$ cat config.mk
export PLATFORM = sky130hd
export DESIGN_NAME = rx_bist_ctrl
export DESIGN_NICKNAME = d
export VERILOG_FILES = /design/src/rtl/rx_bist_pkg.sv /design/src/rtl/rx_bist_ctrl.sv
export SDC_FILE = /design/constraint.sdc
export NUM_CORES = 1
export LEC_CHECK = 0
export ABC_AREA = 0
export ABC_CLOCK_PERIOD_IN_PS = 1960
export BUFFER_PORTS_ARGS = -buffer_cell sky130_fd_sc_hd__buf_2
export CAP_MARGIN = 10
export CORE_MARGIN = 2
export CORE_UTILIZATION = 40
export CTS_BUF_LIST = sky130_fd_sc_hd__clkbuf_4
export DETAILED_ROUTE_END_ITERATION = 7
export PLACE_DENSITY_LB_ADDON = 0.12
export SYNTH_ARGS = -nofsm -noshare
export SYNTH_HDL_FRONTEND = slang
export SYNTH_SLANG_ARGS = --single-unit
export TNS_END_PERCENT = 1
$ cat constraint.sdc
create_clock -name clk -period 1.96 [get_ports clk]
set_input_delay 0.294 -clock clk [delete_from_list [all_inputs] [get_ports clk]]
set_output_delay 0.294 -clock clk [all_outputs]
set_load 0.02 [all_outputs]
$ cat src/rtl/rx_bist_pkg.sv
package rx_bist_pkg;

    typedef enum logic [2:0] {
        ST_DATA_OK   = 3'b000,
        ST_CMD_OK    = 3'b001,
        ST_LAST_GOOD = 3'b010,
        ST_RSVD      = 3'b011,
        ST_LAST_BAD  = 3'b100,
        ST_START     = 3'b101,
        ST_ERROR     = 3'b110,
        ST_WAIT      = 3'b111
    } bist_stat_e;

    typedef enum logic [1:0] {
        M_OFF,
        M_START,
        M_HUNT,
        M_RUN
    } bist_mode_e;

    typedef struct packed {
        logic       cmd;
        logic [7:0] data;
    } bist_char_t;

    localparam logic [7:0] PAT_SEED = 8'h01;
    localparam bist_char_t START_CHAR = '{cmd: 1'b0, data: 8'h00};

    // All-zero state stands for the start character; the shift register never reaches it otherwise.
    function automatic logic [7:0] pat_step(input logic [7:0] s);
        if (s == 8'h00)
            return PAT_SEED;
        return {s[6:0], s[7] ^ s[5] ^ s[4] ^ s[3]};
    endfunction

    function automatic bist_char_t pat_char(input logic [7:0] s);
        bist_char_t c;
        c.data = s;
        c.cmd  = (s != 8'h00) && (&s[7:5]);
        return c;
    endfunction

endpackage

$ cat src/rtl/rx_bist_ctrl.sv
module rx_bist_ctrl
    import rx_bist_pkg::*;
(
    input  logic       clk,
    input  logic       rst,
    input  logic       bist_en,
    input  logic       chr_vld,
    input  bist_char_t chr_in,
    input  logic       pll_on_ref,
    input  bist_char_t exp_char,
    input  logic       is_last,
    input  logic       at_edge,
    output logic       rearm,
    output logic       advance,
    output logic       cnt_bad,
    output logic       cnt_good,
    output logic       cnt_clear,
    output logic       stat_vld,
    output logic [2:0] stat_code
);
    bist_mode_e mode_q, mode_n;
    bist_stat_e code_n, code_q;
    logic       sv_n, sv_q;
    logic       match;

    assign match = (chr_in == exp_char);

    always_comb begin
        mode_n    = mode_q;
        code_n    = code_q;
        sv_n      = 1'b0;
        rearm     = 1'b0;
        advance   = 1'b0;
        cnt_bad   = 1'b0;
        cnt_good  = 1'b0;
        cnt_clear = 1'b0;
        if (!bist_en) begin
            mode_n    = M_OFF;
            rearm     = 1'b1;
            cnt_clear = 1'b1;
        end else begin
            unique case (mode_q)
                M_OFF: begin
                    mode_n    = M_START;
                    rearm     = 1'b1;
                    cnt_clear = 1'b1;
                end
                M_START: begin
                    if (chr_vld) begin
                        sv_n   = 1'b1;
                        code_n = ST_START;
                        if (!pll_on_ref)
                            mode_n = M_HUNT;
                    end
                end
                M_HUNT: begin
                    if (chr_vld) begin
                        sv_n = 1'b1;
                        if (pll_on_ref) begin
                            code_n = ST_START;
                        end else if (chr_in == START_CHAR) begin
                            code_n  = ST_DATA_OK;
                            advance = 1'b1;
                            mode_n  = M_RUN;
                        end else begin
                            code_n = ST_WAIT;
                        end
                    end
                end
                M_RUN: begin
                    if (chr_vld) begin
                        sv_n = 1'b1;
                        if (pll_on_ref) begin
                            code_n = ST_START;
                        end else if (match) begin
                            cnt_good = 1'b1;
                            advance  = 1'b1;
                            if (is_last)
                                code_n = ST_LAST_GOOD;
                            else if (exp_char.cmd)
                                code_n = ST_CMD_OK;
                            else
                                code_n = ST_DATA_OK;
                        end else begin
                            code_n  = is_last ? ST_LAST_BAD : ST_ERROR;
                            cnt_bad = 1'b1;
                            if (at_edge) begin
                                rearm     = 1'b1;
                                cnt_clear = 1'b1;
                                mode_n    = M_HUNT;
                            end else begin
                                advance = 1'b1;
                            end
                        end
                    end
                end
                default: mode_n = M_OFF;
            endcase
        end
    end

    always_ff @(posedge clk) begin
        if (rst) begin
            mode_q <= M_OFF;
            code_q <= ST_START;
            sv_q   <= 1'b0;
        end else begin
            mode_q <= mode_n;
            code_q <= code_n;
            sv_q   <= sv_n;
        end
    end

    assign stat_vld  = sv_q;
    assign stat_code = code_q;
endmodule

Word level (Yosys, flattened, before mapping)
Cells that the tools add are included.

word-level totals
  flip-flop bits (word level) = 6
  input bits = 25
  output and inout port bits = 9
  logic and storage cells = 73

operators by class
  equality and inequality tests = 13
  mux-type cells = 47
  bitwise logic cells = 2
  reductions and logical operators = 8

operator list
  kind                  count
  $mux W1               25
  $mux W2               11
  $mux W3               7
  $ne A2 B2 Y1 const B  9
  $eq A9 B9 Y1          1
  $logic_not A9 Y1      1
  $pmux W3 S3           1
  $reduce_and A9 Y1     1
  $pmux W2 S4           1
  $reduce_or A3 Y1      2
  $reduce_and A5 Y1     1
  $eq A2 B2 Y1 const B  2
  $pmux W1 S2           2
  $reduce_bool A3 Y1    1
  $eq A2 B1 Y1 const B  1
  $logic_not A2 Y1      1
  $not A1 Y1            2
  $reduce_or A2 Y1      1

Depth between registers and ports, before layout
  depth after elaboration = 6
  depth in mapped cells = 7
  gate-level depth less buffers = 7

Worst setup path after synthesis
OpenSTA, ideal clock, no wires.

  path type = register -> output
  from = reg mode_q[0]
  to = out rearm
  arrival time = 1.807 ns
  data required time = 1.666 ns
  slack = -0.141 ns
  cell stages (with the launch flop) = 6
  path buffers = 1
  cells stage by stage = dfxtp_1 > ha_1 > nor2b_1 > a41oi_1 > o21ai_0 > buf_4

on the way
  word-level cells in the longest chain between the ends = 3
  elaborated cells on any way between the ends = 4
  classes of those cells = eq/ne: 1; mux: 2; reduce/logical: 1

ends and longest elaborated chain
  element                                                  line                 RTL
  start: declaration                                       rx_bist_ctrl.sv:21   bist_mode_e mode_q, mode_n;
  start signal: assignment                                 rx_bist_ctrl.sv:108  mode_q <= mode_n;
  $eq A2 B2 Y1 / $logic_not A2 Y1 (equally long branches)  n/a
  $pmux W1 S2 (*)                                          n/a
  $mux W1 (*)                                              n/a
  end: declaration                                         rx_bist_ctrl.sv:13   output logic rearm,

Every way passes the cells marked *; elsewhere a longest branch is shown, timed or not.

Worst setup path after layout
  from = reg mode_q[0]
  to = out advance

on the way
  word-level cells in the longest chain between the ends = 3
  elaborated cells on any way between the ends = 4
  classes of those cells = eq/ne: 2; mux: 2

ends and longest elaborated chain
  element           line                RTL
  $eq A2 B2 Y1      rx_bist_ctrl.sv:42  unique case (mode_q)
  $pmux W1 S2 (*)   rx_bist_ctrl.sv:42
  $mux W1 (*)       rx_bist_ctrl.sv:37  if (!bist_en) begin
  end: declaration  rx_bist_ctrl.sv:14  output logic advance,

Marked as above.

==> out/metrics.csv <==
metric,value,unit
status,finished clean,
GRT Overall Usage,16.8,%
"Cell Area, Synth",603,um^2
Min-Delay Endpoint,stat_vld,
R2R Path End,stat_code[2],
Startpoint Class,register,
die area,1830,um^2
drt drc,0,
synth top area cells,"dfxtp_1 20%, xor2_1 13%, ha_1 8.3%",
Sink Count,6,
hold path start,rst,
Post-Synthesis Cells,76,
FF-to-FF Start,mode_q[1],
top-count cell post-synth,xor2_1,
Critical Path Fanout Max,6,
Cell Rows,14,
Via-to-Cell Ratio,5.37,
DR pass1 iterations,4,
Async SR Flop Fraction,0,%
mean post-synth cell area,7.94,um^2
WHS Path Cells,2,
synth-to-layout area growth,39.0,%
Post-synth EDFFs,0,
PnR worst setup slack,0.101,ns
syn_nets,105,
placed inst area,800,um^2
post-synth top area cell,dfxtp_1,
RSZ-0062 raised after global routing,false,
worst hold path class,primary input to register,
gp weighted congestion,0.748,
setup skew after layout,0.00428,ns
"Design Area, Final",838,um^2
Post-synth top flop,dfxtp_1,
Worst-Margin Slew,0.327,ns
Unique masters post-synth,33,
Worst EP required,1.67,ns
relative slew slack,77.9,%
Top-Level Pins,34,
Nets,144,
top post-synthesis cells by count,"9 x xor2_1, 6 x dfxtp_1, 5 x inv_1, 5 x nand2_1, 5 x nor2_1",
via count,693,
CTS Buf Count,3,
vias in the first global route,606,
CP arrival,1.56,ns
clk_lat worst skew,0.24,ns
Slowest Stage Delay on Critical Path,0.38,ns
H-tree depth,1,
GR Overflow Total,0,
Power Total,364,uW
"setup slack, reg-to-reg",0.31,ns
max-slew violations,0,
initial core utilization,41.5,%
Setup CP Type,register to output port,
clk slew on worst S/H paths,0.05,ns
Routed WL per cell,11.3,um
core area,1450,um^2
share of post-route cells with drive strength above 1,40.7,%
DP Wirelength,1.20,mm
Die Span Y,42.8,um
initial antenna violation count,0,
PortBufs,33,
starting DRC count in detailed routing,18,
post-route ant nets,0,
pin count of the biggest net entering global routing,9,
highest-delay cell along the critical path,dfxtp_1,
fmax,538,MHz
"critical path, cell by cell",inv_1 > ha_2 > nand2b_1 > nor4_2 > or2_2 > buf_2,
fin crit share,94.8,%
final hold vios,0,
max cap viols,0,
Setup Slack @ Placement,0.117,ns
Routed Wire Length,1.46,mm
Clock Path Buffers,2,
first-pass GRT wire length,2.37,mm
root cell of the clock tree,clkbuf_4,
worst reg2reg path depth,7,
CP Capture Type,output port,
CTS tree,done,
register area share after synthesis,19.9,%
diode count,0,
Synth Register Bits,6,
Final Critical Period,1.86,ns
Final setup violation count,0,
Ys Warns,0,
setup TNS,0,ns
LEAKAGE,0.375,nW
DIE WIDTH,42.8,um
Post-CTS Setup Bufs,0,
peak supply drop,0.135,mV
area share of the largest cell type after synthesis,19.9,%
Power Density,434,nW/um^2
==> placed cells by master (no fill, tap or decap) <==
| cell | synthesis | final |
|---|---|---|
| nand3_1 | 4 | 4 |
| nor4b_1 | 1 | 1 |
| o21ai_0 | 3 | 2 |
| o211ai_1 | 1 | 1 |
| and3_4 | 1 | 1 |
| o2111a_1 | 1 | 1 |
| ha_1 | 4 | 3 |
| nor4_1 | 3 | 2 |
| o22ai_1 | 1 | 1 |
| a2bb2oi_1 | 2 | 2 |
| o21a_1 | 1 | 1 |
| or3_1 | 1 | 1 |
| a2111o_1 | 1 | 1 |
| nor3_1 | 4 | 4 |
| nand4_1 | 2 | 2 |
| nor4_2 | 1 | 2 |
| a221oi_2 | 1 | 1 |
| nor2b_4 | 0 | 1 |
| o21ai_1 | 0 | 1 |
| o221ai_1 | 1 | 1 |
| a41oi_1 | 1 | 1 |
| clkbuf_4 | 0 | 3 |
| mux2i_1 | 1 | 1 |
| inv_1 | 5 | 5 |
| xor2_1 | 9 | 9 |
| buf_4 | 1 | 3 |
| o31ai_1 | 1 | 1 |
| a21oi_1 | 2 | 2 |
| dfxtp_1 | 6 | 6 |
| nand3b_1 | 2 | 2 |
| buf_2 | 0 | 33 |
| ha_2 | 0 | 1 |
| nor2_1 | 5 | 5 |
| nand2b_1 | 1 | 1 |
| or2_2 | 1 | 1 |
| nor2b_1 | 2 | 1 |
| nand2_1 | 5 | 5 |
==> timing repair <==
| item | 4_1_cts | 5_1_grt |
|---|---|---|
| setup endpoints to repair | 0 | 5 |
| resized for setup | 0 | 4 |
| hold buffers | 0 | 0 |
==> kinds of logic (layout without fill, tap and decap cells) <==
logic type	after synthesis	after routing	share of synthesized area [%]
flops	6	6	19.9
buf+inv	7	44	4.98
mux	1	1	1.66
simple gates	33	33	31.1
xor+xnor	9	9	13.1
fa+ha+maj	4	4	8.30
compound gates	16	16	21.0
==> sequential cells by signal, indices dropped and copies added (netlist names) <==
register and flops:
stat_vld 1, mode_q 2, stat_code 3
==> critical path, delay by kind of cell (launching register included) <==
family	cells	cell delay, ns
and+or+nand+nor	3	0.46
DFF	1	0.38
buffers and inverters	2	0.24
adders and majority gates	1	0.23
==> per-layer routing <==
| layer | global-route usage, % | vias to the layer above | wire length, um |
|---|---|---|---|
| met4 | 9.38 | 0 | 0 |
| met5 | 0 | - | 0 |
| met1 | 21.0 | 305 | 666 |
| met2 | 26.4 | 27 | 692 |
| li1 | - | 361 | - |
| met3 | 3.40 | 0 | 97 |
==> where the power goes <==
part | internal [mW] | leakage, nW | switching [mW] | total [mW]
sequential | 0.126 | 0.0487 | 0.00351 | 0.130
combinational | 0.0544 | 0.313 | 0.0656 | 0.120
clock | 0.0693 | 0.0138 | 0.0452 | 0.114
total | 0.250 | 0.375 | 0.114 | 0.364
==> worst max-delay path by stage <==
| stage | startpoint | to | cells after the start |
|---|---|---|---|
| after detailed placement | exp_char[5] | rearm | 7 |
| after global routing | mode_q[0] | advance | 6 |
| final | mode_q[0] | advance | 6 |
| after CTS | mode_q[0] | advance | 6 |
| after floorplan | mode_q[0] | rearm | 5 |
| after global placement | exp_char[5] | cnt_clear | 7 |
==> area by class of cell <==
| class | instances | area (um^2) |
|---|---|---|
| Multi-Input combinational cell | 63 | 469 |
| Inverter | 5 | 18.8 |
| Clock buffer | 3 | 22.5 |
| Timing Repair Buffer | 36 | 188 |
| Fill cell | 155 | 616 |
| Tap cell | 16 | 20.0 |
| Sequential cell | 6 | 120 |
==> stage by stage <==
step | hold WS, ns | instances | util, %
final | 0.331 | 129 | 57.7
after global placement | 0.487 | 126 | 55.0
after CTS | 0.319 | 129 | 56.5
after floorplan | 0.437 | 76 | -
after global routing | 0.351 | 129 | 57.7
after detailed placement | 0.497 | 126 | 55.0
Power figures use the tool's default switching activity.
